<file path="config.mk">
export PLATFORM = sky130hd
export DESIGN_NAME = instr_prefix_decoder
export DESIGN_NICKNAME = d
export VERILOG_FILES = /design/src/rtl/instr_dec_pkg.sv /design/src/rtl/idx_adder.sv /design/src/rtl/op_table.sv /design/src/rtl/dec_state.sv /design/src/rtl/instr_prefix_decoder.sv
export SDC_FILE = /design/constraint.sdc
export NUM_CORES = 1
export LEC_CHECK = 0
export ABC_CLOCK_PERIOD_IN_PS = 3800
export BUFFER_PORTS_ARGS = -buffer_cell sky130_fd_sc_hd__buf_2
export CAP_MARGIN = 30
export CORE_ASPECT_RATIO = 0.7
export CORE_MARGIN = 3
export CORE_UTILIZATION = 30
export DETAILED_ROUTE_END_ITERATION = 12
export GPL_ROUTABILITY_DRIVEN = 0
export GPL_TIMING_DRIVEN = 0
export PLACE_DENSITY = 0.56
export SLEW_MARGIN = 10
export SYNTH_ARGS = -nofsm -noshare
export SYNTH_HDL_FRONTEND = slang
export SYNTH_HIERARCHICAL = 1
export SYNTH_SLANG_ARGS = --single-unit
</file>
<file path="constraint.sdc">
create_clock -name clk_i -period 3.8 [get_ports clk_i]
set_input_delay 0.19 -clock clk_i [delete_from_list [all_inputs] [get_ports clk_i]]
set_output_delay 0.19 -clock clk_i [all_outputs]
set_load 0.02 [all_outputs]
</file>
<file path="src/rtl/instr_dec_pkg.sv">
package instr_dec_pkg;
  localparam int NUM_OPS  = 11;
  localparam int OP_TC    = 0;
  localparam int OP_CCS   = 1;
  localparam int OP_INDEX = 2;
  localparam int OP_XCH   = 3;
  localparam int OP_CS    = 4;
  localparam int OP_TS    = 5;
  localparam int OP_AD    = 6;
  localparam int OP_MASK  = 7;
  localparam int OP_MP    = 8;
  localparam int OP_DV    = 9;
  localparam int OP_SU    = 10;

  typedef logic [NUM_OPS-1:0] op_sel_t;
endpackage

</file>
<file path="src/rtl/idx_adder.sv">
module idx_adder #(
  parameter int WORD_W = 15
) (
  input  logic [WORD_W-1:0] word_i,
  input  logic [WORD_W-1:0] addend_i,
  input  logic              en_i,
  output logic [WORD_W-1:0] word_o
);
  always_comb word_o = en_i ? word_i + addend_i : word_i;
endmodule

</file>
<file path="src/rtl/op_table.sv">
module op_table
  import instr_dec_pkg::*;
#(
  parameter int OPC_W     = 3,
  parameter bit EXT_TABLE = 1'b0
) (
  input  logic [OPC_W-1:0] opc_i,
  output op_sel_t          sel_o,
  output logic             legal_o
);
  generate
    if (EXT_TABLE) begin : g_ext
      always_comb begin
        sel_o   = '0;
        legal_o = 1'b1;
        case (int'(opc_i))
          4:       sel_o[OP_MP] = 1'b1;
          5:       sel_o[OP_DV] = 1'b1;
          6:       sel_o[OP_SU] = 1'b1;
          default: legal_o = 1'b0;
        endcase
      end
    end else begin : g_basic
      always_comb begin
        sel_o   = op_sel_t'(1) << opc_i;
        legal_o = 1'b1;
      end
    end
  endgenerate
endmodule

</file>
<file path="src/rtl/dec_state.sv">
module dec_state #(
  parameter int WORD_W = 15
) (
  input  logic              clk_i,
  input  logic              rst_ni,
  input  logic              upd_i,
  input  logic              ext_d_i,
  input  logic              pend_d_i,
  input  logic              idx_ld_i,
  input  logic [WORD_W-1:0] idx_d_i,
  output logic              ext_o,
  output logic              pend_o,
  output logic [WORD_W-1:0] idx_o
);
  always_ff @(posedge clk_i or negedge rst_ni) begin
    if (!rst_ni) begin
      ext_o  <= 1'b0;
      pend_o <= 1'b0;
      idx_o  <= '0;
    end else if (upd_i) begin
      ext_o  <= ext_d_i;
      pend_o <= pend_d_i;
      if (idx_ld_i) idx_o <= idx_d_i;
    end
  end
endmodule

</file>
<file path="src/rtl/instr_prefix_decoder.sv">
module instr_prefix_decoder
  import instr_dec_pkg::*;
#(
  parameter int              OPC_W    = 3,
  parameter int              ADDR_W   = 12,
  parameter int              WORD_W   = OPC_W + ADDR_W,
  parameter logic [ADDR_W-1:0] EXT_ADDR = 12'h006
) (
  input  logic               clk_i,
  input  logic               rst_ni,
  input  logic               fetch_valid_i,
  input  logic [WORD_W-1:0]  fetch_word_i,
  input  logic [WORD_W-1:0]  index_val_i,
  output logic [NUM_OPS-1:0] op_sel_o,
  output logic [ADDR_W-1:0]  eff_addr_o,
  output logic               prefix_o,
  output logic               save_ret_o,
  output logic               skip_o,
  output logic               illegal_o
);
  localparam logic [WORD_W-1:0] EXT_WORD = {{OPC_W{1'b0}}, EXT_ADDR};

  logic              ext_q, pend_q;
  logic [WORD_W-1:0] idx_q, mod_word;
  logic [OPC_W-1:0]  opc;
  logic              is_ext, dec, legal, basic_legal, ext_legal;
  op_sel_t           basic_sel, ext_sel, sel;

  // prefix is matched on the raw word so a pending addend cannot hide or fake it
  assign is_ext = !ext_q && (fetch_word_i == EXT_WORD);
  assign dec    = fetch_valid_i && !is_ext;

  idx_adder #(.WORD_W(WORD_W)) u_add (
    .word_i  (fetch_word_i),
    .addend_i(idx_q),
    .en_i    (pend_q),
    .word_o  (mod_word)
  );

  assign opc = mod_word[WORD_W-1 -: OPC_W];

  op_table #(.OPC_W(OPC_W), .EXT_TABLE(1'b0)) u_basic (
    .opc_i(opc), .sel_o(basic_sel), .legal_o(basic_legal)
  );
  op_table #(.OPC_W(OPC_W), .EXT_TABLE(1'b1)) u_ext (
    .opc_i(opc), .sel_o(ext_sel), .legal_o(ext_legal)
  );

  assign sel   = ext_q ? ext_sel   : basic_sel;
  assign legal = ext_q ? ext_legal : basic_legal;

  always_comb begin
    op_sel_o   = (dec && legal) ? sel : '0;
    eff_addr_o = (dec && legal) ? mod_word[ADDR_W-1:0] : '0;
    illegal_o  = dec && !legal;
    prefix_o   = fetch_valid_i && is_ext;
    save_ret_o = op_sel_o[OP_TC];
    skip_o     = op_sel_o[OP_CCS];
  end

  logic pend_d, idx_ld;
  assign idx_ld = op_sel_o[OP_INDEX];
  assign pend_d = is_ext ? pend_q : idx_ld;

  dec_state #(.WORD_W(WORD_W)) u_state (
    .clk_i   (clk_i),
    .rst_ni  (rst_ni),
    .upd_i   (fetch_valid_i),
    .ext_d_i (is_ext),
    .pend_d_i(pend_d),
    .idx_ld_i(idx_ld),
    .idx_d_i (index_val_i),
    .ext_o   (ext_q),
    .pend_o  (pend_q),
    .idx_o   (idx_q)
  );
endmodule

</file>
After elaboration in Yosys (flattened, before gate mapping). Index checks and enable logic that the tools add are counted.

$add $sub $neg: 1. Shift operators: 1. Equality and inequality tests: 4. Bitwise operators: 1. Muxes and demuxes: 9. Reduce and logical (&&, ||, !) cells: 11.

Operator list (count): 2-to-1 mux 11 bit (2); adder 15 bit (1); equality test 15 x 3 -> 1 bit (second input constant) (1); 2-to-1 mux 15 bit (1); 2-to-1 mux 12 bit (1); << shifter 1 x 3 -> 11 bit (first input constant) (1); equality test 3 bit (second input constant) (3); logical AND 1 bit (5); 2-to-1 mux 1 bit (5); AND reduction 2 bit (2); logical NOT 1 bit (3); OR reduction 3 bit (1); inverter 1 bit (1).

Logic and storage cells: 30. Flip-flop bits (word level): 17.

Longest topological paths before layout. Gate-level depths: netlist (run 1).

Depth after elaboration: 9. Gate-level depth with buffers: 16. Gate-level depth less buffers: 15.

Modules after synthesis. The synthesis (run 1) kept the hierarchy.

Modules (own cells, without submodules): idx_adder (times used 1, cells each 113, area an instance 893.4 um2, seq. area each 0.0 um2); dec_state (times used 1, cells each 36, area an instance 685.7 um2, seq. area each 425.4 um2); instr_prefix_decoder (times used 1, cells each 54, area an instance 540.5 um2, seq. area each 0.0 um2); op_table (u_basic) (times used 1, cells each 14, area an instance 102.6 um2, seq. area each 0.0 um2); op_table (u_ext) (times used 1, cells each 13, area an instance 101.3 um2, seq. area each 0.0 um2).

Least setup slack after synthesis (run 1). No wires, ideal clock.

Path type: register -> register. Start: reg u_state.idx_o[0]. End: reg u_state.idx_o[10]. Slack: 0.263 ns. Cell stages (with the launch flop): 17. Data arrival time: 3.412 ns. Setup time: 0.125 ns. Clock period less this slack: 3.537 ns. Cells stage by stage: dfrtp_1 > ha_1 > inv_1 > fa_1 > nor2b_1 > o211ai_1 > a31oi_1 > a41oi_1 > xnor2_1 > mux2_2 > a21boi_0 > mux2_4 > nand3_1 > nor2_2 > nand2_4 > buf_12 > mux2_4.

Cells in the longest elaborated chain, start to end: 9. Elaborated cells on any way between the ends: 13. Those cells by class: add/sub: 1; eq/ne: 3; shift: 1; mux: 5; reduce/logical: 3.

Ends and longest elaborated chain: start, declared (RTL line dec_state.sv:13) `output logic [WORD_W-1:0] idx_o`; start signal, assigned (RTL line dec_state.sv:23) `if (idx_ld_i) idx_o <= idx_d_i;`; adder 15 bit (*) (RTL line idx_adder.sv:9) `always_comb word_o = en_i ? word_i + addend_i : word_i;`; 2-to-1 mux 15 bit (*) (RTL line idx_adder.sv:9); named net mod_word[12] (RTL line instr_prefix_decoder.sv:24) `logic [WORD_W-1:0] idx_q, mod_word;`; equality test 3 bit (RTL line op_table.sv:16) `case (int'(opc_i))`; OR reduction 3 bit (no source line) (*); 2-to-1 mux 1 bit (*) (RTL line op_table.sv:16); named net ext_legal (RTL line instr_prefix_decoder.sv:26) `logic is_ext, dec, legal, basic_legal, ext_legal;`; 2-to-1 mux 1 bit (*) (RTL line instr_prefix_decoder.sv:50) `assign legal = ext_q ? ext_legal : basic_legal;`; logical AND 1 bit (*) (RTL line instr_prefix_decoder.sv:53) `op_sel_o = (dec && legal) ? sel : '0;`; 2-to-1 mux 11 bit (*) (RTL line instr_prefix_decoder.sv:53); named net op_sel_o[2] (RTL line instr_prefix_decoder.sv:14) `output logic [NUM_OPS-1:0] op_sel_o,`; AND reduction 2 bit (no source line) (*).

The timed path passes the listed nets; every way through them passes the cells marked *. A chain may end at the register's enable or synchronous reset.

Final worst setup path (run 1).
Start: reg u_state.idx_o[0]. End: out op_sel_o[8].

Cells in the longest elaborated chain, start to end: 8. Elaborated cells on any way between the ends: 13. Those cells by class: add/sub: 1; eq/ne: 3; shift: 1; mux: 6; reduce/logical: 2.

Ends and longest elaborated chain (RTL line): adder 15 bit (*) (idx_adder.sv:9); 2-to-1 mux 15 bit (*) (idx_adder.sv:9); named net mod_word[12] (instr_prefix_decoder.sv:24); equality test 3 bit (op_table.sv:16); OR reduction 3 bit (no source line) (*); 2-to-1 mux 1 bit (*) (op_table.sv:16); named net ext_legal (instr_prefix_decoder.sv:26); 2-to-1 mux 1 bit (*) (instr_prefix_decoder.sv:50); logical AND 1 bit (*) (instr_prefix_decoder.sv:53); 2-to-1 mux 11 bit (*) (instr_prefix_decoder.sv:53); end, declared (instr_prefix_decoder.sv:14).

Marks and branches as above.

==> results of run 1 <==
-- logic make-up (layout without fill, tap and decap cells) --
logic type      after synthesis  after routing  share of synthesized area, %
xor+xnor                     10             10                         3.769
flops                        17             17                         18.31
other cells                   3             12                        0.4846
fa+ha+maj                    15             15                         8.401
mux                          43             43                         22.13
simple gates                 76             76                         25.85
compound gates               35             35                         10.88
buf+inv                      31            107                         10.18
-- cells in the final DEF (no fill, tap or decap), types with 2 or more instances in the layout --
cell | synthesis | routed
sky130_fd_sc_hd__o21a_1 | 3 | 3
sky130_fd_sc_hd__buf_12 | 3 | 4
sky130_fd_sc_hd__o211ai_1 | 2 | 2
sky130_fd_sc_hd__nor3b_1 | 7 | 5
sky130_fd_sc_hd__inv_1 | 6 | 5
sky130_fd_sc_hd__nor3b_2 | 11 | 13
sky130_fd_sc_hd__nand4_1 | 3 | 3
sky130_fd_sc_hd__a31oi_1 | 3 | 2
sky130_fd_sc_hd__and3b_1 | 2 | 2
sky130_fd_sc_hd__nand2_1 | 10 | 9
sky130_fd_sc_hd__buf_4 | 16 | 31
sky130_fd_sc_hd__mux2_4 | 12 | 14
sky130_fd_sc_hd__a21o_1 | 3 | 3
sky130_fd_sc_hd__buf_6 | 1 | 5
sky130_fd_sc_hd__and3_1 | 2 | 2
sky130_fd_sc_hd__dfrtp_1 | 17 | 17
sky130_fd_sc_hd__buf_2 | 3 | 53
sky130_fd_sc_hd__ha_1 | 14 | 13
sky130_fd_sc_hd__mux2i_1 | 12 | 12
sky130_fd_sc_hd__and3b_2 | 3 | 3
sky130_fd_sc_hd__nand2_4 | 1 | 2
sky130_fd_sc_hd__nor3_1 | 2 | 2
sky130_fd_sc_hd__conb_1 | 3 | 12
sky130_fd_sc_hd__nor2b_1 | 6 | 5
sky130_fd_sc_hd__nor4_1 | 2 | 2
sky130_fd_sc_hd__clkbuf_8 | 0 | 3
sky130_fd_sc_hd__xnor2_1 | 10 | 10
sky130_fd_sc_hd__a21oi_2 | 2 | 2
sky130_fd_sc_hd__nor2_1 | 3 | 3
sky130_fd_sc_hd__a221o_1 | 2 | 2
sky130_fd_sc_hd__a21oi_1 | 9 | 9
sky130_fd_sc_hd__nor3_2 | 10 | 10
sky130_fd_sc_hd__mux2_2 | 19 | 17
sky130_fd_sc_hd__clkbuf_1 | 2 | 3
-- synth_stat cells, drive strengths merged, types with 3 or more instances --
cell type	n	area (µm²)
a31oi	3	18.77
nor2b	6	37.54
dfrtp	17	425.4
a21oi	11	62.56
conb	3	11.26
xnor2	10	87.58
mux2i	12	120.1
nor3	12	110.1
nand2	11	48.80
nand4	3	18.77
o21a	3	22.52
buf	23	206.5
nor2	4	17.52
nor3b	18	190.2
mux2	31	394.1
ha	14	175.2
inv	6	22.52
and3	4	31.28
and3b	5	47.55
a21o	3	22.52
-- power breakdown --
group	leakage (nW)	switching, mW	internal (mW)	total, mW
clock	0.0228	0.0541	0.0741	0.128
combinational	1.22	0.161	0.172	0.333
sequential	0.231	0.0194	0.201	0.221
total	1.47	0.234	0.448	0.682
-- through the flow --
stage / instances / setup TNS, ns
final: 413 / 0
after global placement: 396 / -0.4076
after global routing: 413 / -0.9441
after CTS: 403 / 0
after floorplan: 239 / 0
after detailed placement: 396 / -0.9923
-- state kept, by name (all words and copies together) (netlist names) --
register / cells
u_state/idx_o: 15
u_state/ext_o: 1
u_state/pend_o: 1
-- layout make-up --
| class | instances | area (µm²) |
|---|---|---|
| Inverter | 6 | 22.52 |
| Buffer | 24 | 217.7 |
| Fill cell | 760 | 4382 |
| Multi-Input combinational cell | 191 | 1753 |
| Tap cell | 98 | 122.6 |
| Clock buffer | 4 | 45.04 |
| Sequential cell | 17 | 425.4 |
| Timing Repair Buffer | 73 | 449.2 |
-- worst register-to-register path, delay by kind of cell (launching register included) --
family          cells  cell delay (ns)
mux                 2             0.47
fa+ha+maj           2             0.56
simple gates        7             1.08
buf+inv             4             0.58
compound gates      3             0.46
flops               1             0.36
-- per-layer routing --
layer,routed length (µm),vias to the layer above,track usage (%)
li1,-,998,-
met1,3172,920,20.33
met2,2668,32,19.55
met3,144,4,1.439
met4,38,0,2.916
met5,0,-,0
-- worst paths after layout --
check | from | endpoint | slack, ns | cells after the start
max | u_state/idx_o[0] | op_sel_o[8] | 0.16 | 16
min | index_val_i[3] | u_state/idx_o[3] | 0.17 | 2
max reg2reg | u_state/idx_o[0] | u_state/idx_o[4] | 0.18 | 18
min reg2reg | u_state/idx_o[2] | u_state/idx_o[2] | 0.54 | 1
max in group asynchronous | rst_ni | u_state/ext_o | 3.14 | 2
min in group asynchronous | rst_ni | u_state/idx_o[5] | 0.39 | 2
-- repair_timing --
action	in CTS	in global routing
endpoints found under the hold margin	17	0
pin swaps	2	11
hold buffers	1	0
buffers inserted	2	10
cloned	0	1
setup endpoints to repair	36	36
resized for setup	2	30
==> impl_metrics.toml, run 1 <==
[route]
wirelength_mm = 6.024
drtAntennaViolNets = 0
dr.first_iter.drc_count = 91
detail_route.wl_per_cell_um = 14.59
route.detailed.drc = 0
detail_route.first_pass.iterations = 4
post_drt_via_cell_ratio = 4.731
route.vias.total = 1954

[setup_path]
critPathMaxStageDelay_ns = 0.37
ordered_list_of_cells_on_the_worst_path = "ha_2, inv_2, fa_2, nor2b_2, o211ai_1, a31oi_2, a41oi_1, xnor2_1, mux2_4, a21boi_2, mux2_4, nand2_4, buf_8, buf_4, nor3_2, buf_4"
worst-endpoint-required_ns = 3.61
critical_path_type = "register to primary output"
crit_path_top_delay_cell = "sky130_fd_sc_hd__fa_2"
timing.critical_path.to_type = "primary output"
critical_path.top_delay_family = "compound AO/OA/AOI/OAI gates"
critical_path_peak_fanout = 12
cp_num_buf_inv = 4
critical_path_arrival_ns = 3.45
startpoint_type = "register"

[sta]
worst_hold_slack_ns = 0.1715
skew_ns = 0.001921
max_slew_margin_pct = 56.86
max_clock_freq_mhz = 274.6
timing.final.max_slew_violations = 0
layout_setup_ws_ns = 0.1577
finalCriticalPeriod_ns = 3.642
share_of_the_cycle_needed_by_the_critical_path_after_routing_pct = 95.85
max_slew.worst_pin.slew_ns = 0.6471
hold_viol = 0
setup_viol = 0
rsz0062_at_grt = "true"

[run_status]
outcome = "finished clean"

[layout]
insertedDiodeCount = 0
drive_gt1_share_pct = 55.24
synthToLayoutAreaGrowth_pct = 30.64
postLayoutCellArea_um2 = 3035
final_net_count = 364
layout.core_utilization_pct = 40.92

[synth]
ys_dominant_reg_cell = "sky130_fd_sc_hd__dfrtp_1"
asyncSetResetFlopFracSynth_pct = 100.0
synth-edff-count = 0
synth.avg_cell_area_um2 = 10.10
yosys.cell_types.count = 57
ys_warn_count = 6
synth_area_um2 = 2323
synth-seq-area-share_pct = 18.31
synth-seq-cells = 17
mapped_cells = 230

[cts]
clock_sinks = 17
cts.reportedPaths.clkPinSlew_ns = 0.06
clock_insertion_delay_worst_skew_ns = 0.24
ctsLongestPathBuffers = 2
clock-root-buffer = "sky130_fd_sc_hd__clkbuf_8"
clock_tree.htree_level_count = 1
clock_tree_from_tritoncts = "built"
cts_buffers = 3

[die]
fp.dieW_um = 111.2
initial_core_util_pct = 31.33
io_pins = 60
chipHeight_um = 79.63
fp.dieArea_um2 = 8854
std_cell_rows = 26
design.core.area_um2 = 7417

[global_route]
grt_start_max_net_pins = 18
first_global_vias = 1841
antenna_violations_before_repair = 0
grtUsageTotal_pct = 13.21
grt-ovfl-total = 0
wire_length_of_the_first_global_routing_pass_mm = 9.549

[place]
post_dp_cell_area_um2 = 2775
dpl_worst_slack_ns = -0.09327
dp_hpwl_mm = 4.674
place.port_buffers = 59

[pwr]
totalPowerFinal_mw = 0.6818
worst_ir_drop_vdd_mv = 0.1696
powerDensity_nw_per_um2 = 224.6
power.static_leakage_nw = 1.471

[job]
max_cap_violations = 0

[min_path]
worst_hold_path_type = "primary input to register"
No activity file was read; power rests on OpenSTA's default activity.
==> run 2: changes to the inputs <==
- ABC_CLOCK_PERIOD_IN_PS: 3800 -> 3900
- clock period: 3.8 -> 3.9 ns (I/O delays scaled with it)
==> run 2 against run 1 <==
Against the previous run: combinational power down 4%; critical path type is now register to register; clock power about the same; setup slack better by 0.065 ns; flip-flop and latch count unchanged; largest cell class unchanged; worst hold slack better by 0.0053 ns; utilization down 0.86 points; clock skew about the same; non-clock buffer count down 1; largest power group unchanged; final area down 2.1%; register-to-register slack better by 0.04 ns; sequential share of layout area up 0.30 points; critical path depth up 2; critical endpoint is now u_state/idx_o[4].
==> impl_metrics.toml, run 2 (same netlist as run 1, synthesis figures left out) <==
[run_status]
outcome = "finished clean"

[setup_path]
timing.rr.end = "u_state/idx_o[4]"
r2r_start = "u_state/idx_o[0]"
cp_num_buf_inv = 4
worst-endpoint-required_ns = 4.03
startpoint_type = "register"
critPathMaxStageDelay_ns = 0.36
timing.critical_path.to_type = "register"
crit_path_top_delay_cell = "sky130_fd_sc_hd__dfrtp_1"
r2r_setup_slack_ns = 0.22
timing.reg2reg.worst_path_depth = 18
critical_path_type = "register to register"
critical_path_arrival_ns = 3.81
critical_path.top_delay_family = "simple AND/OR/NAND/NOR gates"
ordered_list_of_cells_on_the_worst_path = "ha_2, inv_1, fa_2, nor2b_2, o211ai_1, a31oi_2, buf_4, a211oi_1, nor3_1, nand4_1, buf_6, nor3b_2, mux2_2, nand3_1, nor2_2, nand2_4, buf_12, mux2_4"
critical_path_peak_fanout = 10

[route]
post_drt_via_cell_ratio = 4.692
route.detailed.drc = 0
detail_route.wl_per_cell_um = 14.29
routed_wire_length_on_met2_mm = 2.556
route.vias.total = 1933
drtAntennaViolNets = 0
met3WireLength_um = 175
maxUsedRoutingLayer = "met4"
detail_route.first_pass.iterations = 4
wirelength_mm = 5.889
routedLengthMet1_mm = 3.120
dr.first_iter.drc_count = 68

[layout]
final_common_cell = "sky130_fd_sc_hd__buf_2"
drive_gt1_share_pct = 53.82
biggest_regs = "u_state/idx_o: 15 flops, u_state/ext_o: 1 flops, u_state/pend_o: 1 flops"
final_net_count = 363
insertedDiodeCount = 0
most_flop_heavy_register = "u_state/idx_o"
fillerInstances = 755
postLayoutCellArea_um2 = 2972
largest_register_ffs = 15
synthToLayoutAreaGrowth_pct = 27.89
layout.core_utilization_pct = 40.06
top_library_cells_by_usage_in_the_layout_fill_and_taps_aside = "63 x sky130_fd_sc_hd__buf_2, 22 x sky130_fd_sc_hd__buf_4, 18 x sky130_fd_sc_hd__mux2_2"

[place]
dp_hpwl_mm = 4.674
post_dp_cell_area_um2 = 2775
place.port_buffers = 59
dpl_worst_slack_ns = 0.006735

[sta]
max_clock_freq_mhz = 272.0
layout_setup_ws_ns = 0.2229
share_of_the_cycle_needed_by_the_critical_path_after_routing_pct = 94.28
setup_viol = 0
max_slew.worst_pin.slew_ns = 0.6477
max_slew_margin_pct = 56.82
skew_ns = 0.001752
hold_viol = 0
timing.final.max_slew_violations = 0
finalCriticalPeriod_ns = 3.677

[cts]
clock_tree_from_tritoncts = "built"
clock_insertion_delay_worst_skew_ns = 0.24
clock_tree.htree_level_count = 1
ctsLongestPathBuffers = 2
clock_sinks = 17
cts.reportedPaths.clkPinSlew_ns = 0.06
cts_buffers = 3
clock-root-buffer = "sky130_fd_sc_hd__clkbuf_8"

[die]
fp.dieW_um = 111.2
std_cell_rows = 26
fp.dieArea_um2 = 8854
initial_core_util_pct = 31.33
chipHeight_um = 79.63
io_pins = 60
design.core.area_um2 = 7417

[global_route]
first_global_vias = 1841
grt_start_max_net_pins = 18
grtUsageTotal_pct = 13.21
antenna_violations_before_repair = 0
grt-ovfl-total = 0
wire_length_of_the_first_global_routing_pass_mm = 9.549

[pwr]
net-switching-power_mw = 0.2261
clkPwrFrac_pct = 19.0
power.combinational.fraction_pct = 48.4
swShare_pct = 34.35
worst_ir_drop_vdd_mv = 0.1650
sequentialPowerShare_pct = 32.6
internal_power_mw = 0.4321
power.static_leakage_nw = 1.461
totalPowerFinal_mw = 0.6582
powerDensity_nw_per_um2 = 221.5

[min_path]
min-delay-start = "index_val_i[3]"
worst_hold_path_type = "primary input to register"
worst_hold_path.num_cells = 2
timing.hold.worst_endpoint = "u_state/idx_o[3]"

[job]
max_cap_violations = 0
-- run 2: per-stage QoR --
step / hold WS, ns / setup TNS, ns / std cells
floorplan: -0.1006 / 0 / 239
global placement: 0.1316 / 0 / 396
detailed placement: 0.1319 / 0 / 396
CTS: 0.1700 / 0 / 403
global route: 0.1622 / -0.2849 / 412
finish: 0.1768 / 0 / 412
-- run 2: final cells by class --
cell class              count  area (µm²)  area share, %
multi-input cells         191        1729          58.19
well taps                  98       122.6          4.126
clock buffers               4       45.04          1.516
plain buffers              25       225.2          7.579
repair buffers             71       401.6          13.52
inverters                   6       22.52         0.7579
flip-flops and latches     17       425.4          14.32
-- run 2: worst max path at each step --
stage,from,to,cells after the start
global route,u_state/idx_o[0],u_state/idx_o[4],18
finish,u_state/idx_o[0],u_state/idx_o[4],18
CTS,u_state/idx_o[0],op_sel_o[1],16
floorplan,u_state/idx_o[0],u_state/idx_o[10],16
global placement,u_state/idx_o[0],op_sel_o[0],16
detailed placement,u_state/idx_o[0],u_state/idx_o[4],16
-- run 2: per-layer routing --
layer / track usage (%) / up-vias
li1: - / 996
met1: 20.33 / 899
met2: 19.55 / 34
met3: 1.439 / 4
met4: 2.916 / 0
met5: 0 / -
-- run 2: repair_timing --
item	CTS	global route
setup endpoints to repair	33	35
gates resized for setup	1	13
hold buffers	1	0
pin swaps	2	5
gates cloned	0	1
setup buffers	2	8
hold endpoints to repair	17	0
-- run 2: power by group through the flow --
stage	Clock, mW	Combinational [mW]	Sequential [mW]
3_5_place_dp	0	0.294	0.218
2_1_floorplan	0	0.228	0.208
5_1_grt	0.141	0.354	0.218
6_report	0.125	0.319	0.215
4_1_cts	0.130	0.301	0.214
3_3_place_gp	0	0.292	0.217
==> run 3: changes to the inputs <==
==> constraint.sdc (replaced) <==
create_clock -name clk_i -period 3.9 [get_ports clk_i]
set_input_delay 0.585 -clock clk_i [delete_from_list [all_inputs] [get_ports clk_i]]
set_output_delay 0.585 -clock clk_i [all_outputs]
set_load 0.02 [all_outputs]
==> run 3 against run 2 <==
Against the previous run: combinational power rose by 13%; first-iteration DRC count fell by 50%; sequential share of layout area fell by 1.2 points; wire length is essentially flat; utilization increased by 3.6 points; worst hold slack improved by 0.079 ns; via count increased by 2.1%; register-to-register slack improved by 0.08 ns; non-clock buffer count increased by 4; critical endpoint is now op_sel_o[0]; largest power group unchanged; highest routed layer is now met3.
==> impl_metrics.toml, run 3 (same netlist as run 1, synthesis figures left out) <==
[global_route]
antenna_violations_before_repair = 0
first_global_vias = 1986
grt-ovfl-total = 0
wire_length_of_the_first_global_routing_pass_mm = 9.929
grt_start_max_net_pins = 18
grtUsageTotal_pct = 13.53

[pwr]
power.static_leakage_nw = 1.510
net-switching-power_mw = 0.2501
clkPwrFrac_pct = 19.7
internal_power_mw = 0.4603
power.combinational.fraction_pct = 50.6
worst_ir_drop_vdd_mv = 0.1036
powerDensity_nw_per_um2 = 219.5
swShare_pct = 35.21
sequentialPowerShare_pct = 29.7

[sta]
skew_ns = 0.002264
finalCriticalPeriod_ns = 3.885
max_slew_margin_pct = 55.55
timing.final.max_slew_violations = 0
setup_tns_ns = 0
max_slew.worst_pin.slew_ns = 0.6668
share_of_the_cycle_needed_by_the_critical_path_after_routing_pct = 99.61
setup_viol = 0
rsz0062_at_grt = "true"
hold_viol = 0
max_clock_freq_mhz = 257.4
worst_hold_slack_ns = 0.2563

[die]
std_cell_rows = 26
io_pins = 60
design.core.area_um2 = 7417
fp.dieW_um = 111.2
initial_core_util_pct = 31.33
chipHeight_um = 79.63
fp.dieArea_um2 = 8854

[cts]
cts_buffers = 3
clock_tree_from_tritoncts = "built"
ctsLongestPathBuffers = 2
clock_sinks = 17
cts.reportedPaths.clkPinSlew_ns = 0.07
clock-root-buffer = "sky130_fd_sc_hd__clkbuf_8"
holdBufCountCts = 0
clock_tree.htree_level_count = 1
clock_insertion_delay_worst_skew_ns = 0.26

[route]
drtAntennaViolNets = 0
route.vias.total = 1973
route.detailed.drc = 0
detail_route.wl_per_cell_um = 14.15
dr.first_iter.drc_count = 34
post_drt_via_cell_ratio = 4.743
detail_route.first_pass.iterations = 4
wirelength_mm = 5.886

[layout]
synthToLayoutAreaGrowth_pct = 39.31
largest_register_ffs = 15
insertedDiodeCount = 0
final_common_cell = "sky130_fd_sc_hd__buf_2"
drive_gt1_share_pct = 57.86
biggest_regs = "u_state/idx_o: 15 flops, u_state/ext_o: 1 flops, u_state/pend_o: 1 flops"
most_flop_heavy_register = "u_state/idx_o"
final_net_count = 367
top_library_cells_by_usage_in_the_layout_fill_and_taps_aside = "47 x sky130_fd_sc_hd__buf_2, 31 x sky130_fd_sc_hd__buf_4, 18 x sky130_fd_sc_hd__mux2_2"

[setup_path]
r2r_start = "u_state/idx_o[0]"
timing.reg2reg.worst_path_depth = 19
timing.critical_path.to_type = "primary output"
critical_path_arrival_ns = 3.30
startpoint_type = "primary input"
timing.rr.end = "u_state/idx_o[4]"
worst-endpoint-required_ns = 3.31
critical_path_type = "primary input to primary output"
critical_path_peak_fanout = 8
r2r_setup_slack_ns = 0.30

[run_status]
outcome = "finished clean"

[job]
max_cap_violations = 0

[place]
dp_hpwl_mm = 4.482
place.port_buffers = 59

[min_path]
worst_hold_path_type = "primary input to async pin"
==> run 3: area by class of cell <==
class / instances / area, µm²
clock buffers: 4 / 45.04
plain buffers: 24 / 229.0
flip-flops and latches: 17 / 425.4
well taps: 98 / 122.6
fillers: 731 / 4180
multi-input cells: 191 / 1877
repair buffers: 76 / 515.5
inverters: 6 / 22.52
==> run 3: how the worst max path moves through the flow <==
stage | start | endpoint | slack [ns] | cells after the start
6_report | fetch_word_i[1] | op_sel_o[0] | 0.02 | 17
5_1_grt | fetch_word_i[1] | op_sel_o[0] | -0.10 | 17
4_1_cts | fetch_word_i[0] | op_sel_o[5] | 0.003 | 17
3_5_place_dp | fetch_word_i[0] | op_sel_o[1] | -0.56 | 17
3_3_place_gp | fetch_word_i[0] | op_sel_o[1] | -0.49 | 17
2_1_floorplan | fetch_word_i[0] | op_sel_o[0] | 0.03 | 15
==> run 3: power by group through the flow <==
stage / registers [mW] / logic, mW / clock network, mW
after floorplan: 0.208 / 0.233 / 0
after global placement: 0.212 / 0.300 / 0
after detailed placement: 0.213 / 0.302 / 0
after CTS: 0.211 / 0.341 / 0.144
after global routing: 0.213 / 0.398 / 0.150
final: 0.211 / 0.359 / 0.140
==> run 3: layer usage <==
layer | up-vias | track usage [%] | routed length [µm]
met1 | 937 | 20.41 | 3120
met4 | 0 | 0.7290 | 0
met5 | - | 0 | 0
met3 | 0 | 2.273 | 219
li1 | 998 | - | -
met2 | 38 | 21.12 | 2547
==> run 3: stage by stage <==
stage | std cells | area [µm²] | utilization [%] | power, mW | setup WS, ns
4_1_cts | 414 | 3115 | 42.00 | 0.6966 | 0.003294
2_1_floorplan | 239 | 2395 | - | 0.4409 | 0.02633
6_report | 416 | 3237 | 43.64 | 0.7104 | 0.01525
3_5_place_dp | 396 | 2813 | 37.92 | 0.5148 | -0.5639
5_1_grt | 416 | 3237 | 43.64 | 0.7615 | -0.1050
3_3_place_gp | 396 | 2813 | 37.92 | 0.5118 | -0.4950
==> run 3: timing repair <==
item	in CTS	in global routing
setup endpoints to repair	26	36
pin swaps	11	11
gates resized for setup	29	26
setup buffers	14	3
==> run 3: critical path: stages <==
cell                       delay [ns]
sky130_fd_sc_hd__buf_2           0.12
sky130_fd_sc_hd__inv_1           0.08
sky130_fd_sc_hd__fa_2            0.42
sky130_fd_sc_hd__nor2b_4         0.13
sky130_fd_sc_hd__o211ai_1        0.09
sky130_fd_sc_hd__buf_4           0.16
sky130_fd_sc_hd__a31oi_4         0.18
sky130_fd_sc_hd__a41oi_2         0.15
sky130_fd_sc_hd__xnor2_1         0.15
sky130_fd_sc_hd__mux2_4          0.28
sky130_fd_sc_hd__a21boi_2        0.12
sky130_fd_sc_hd__mux2_4          0.18
sky130_fd_sc_hd__nand2_4         0.07
sky130_fd_sc_hd__buf_12          0.15
sky130_fd_sc_hd__nor3_4          0.22
sky130_fd_sc_hd__buf_6           0.12
sky130_fd_sc_hd__buf_6           0.10
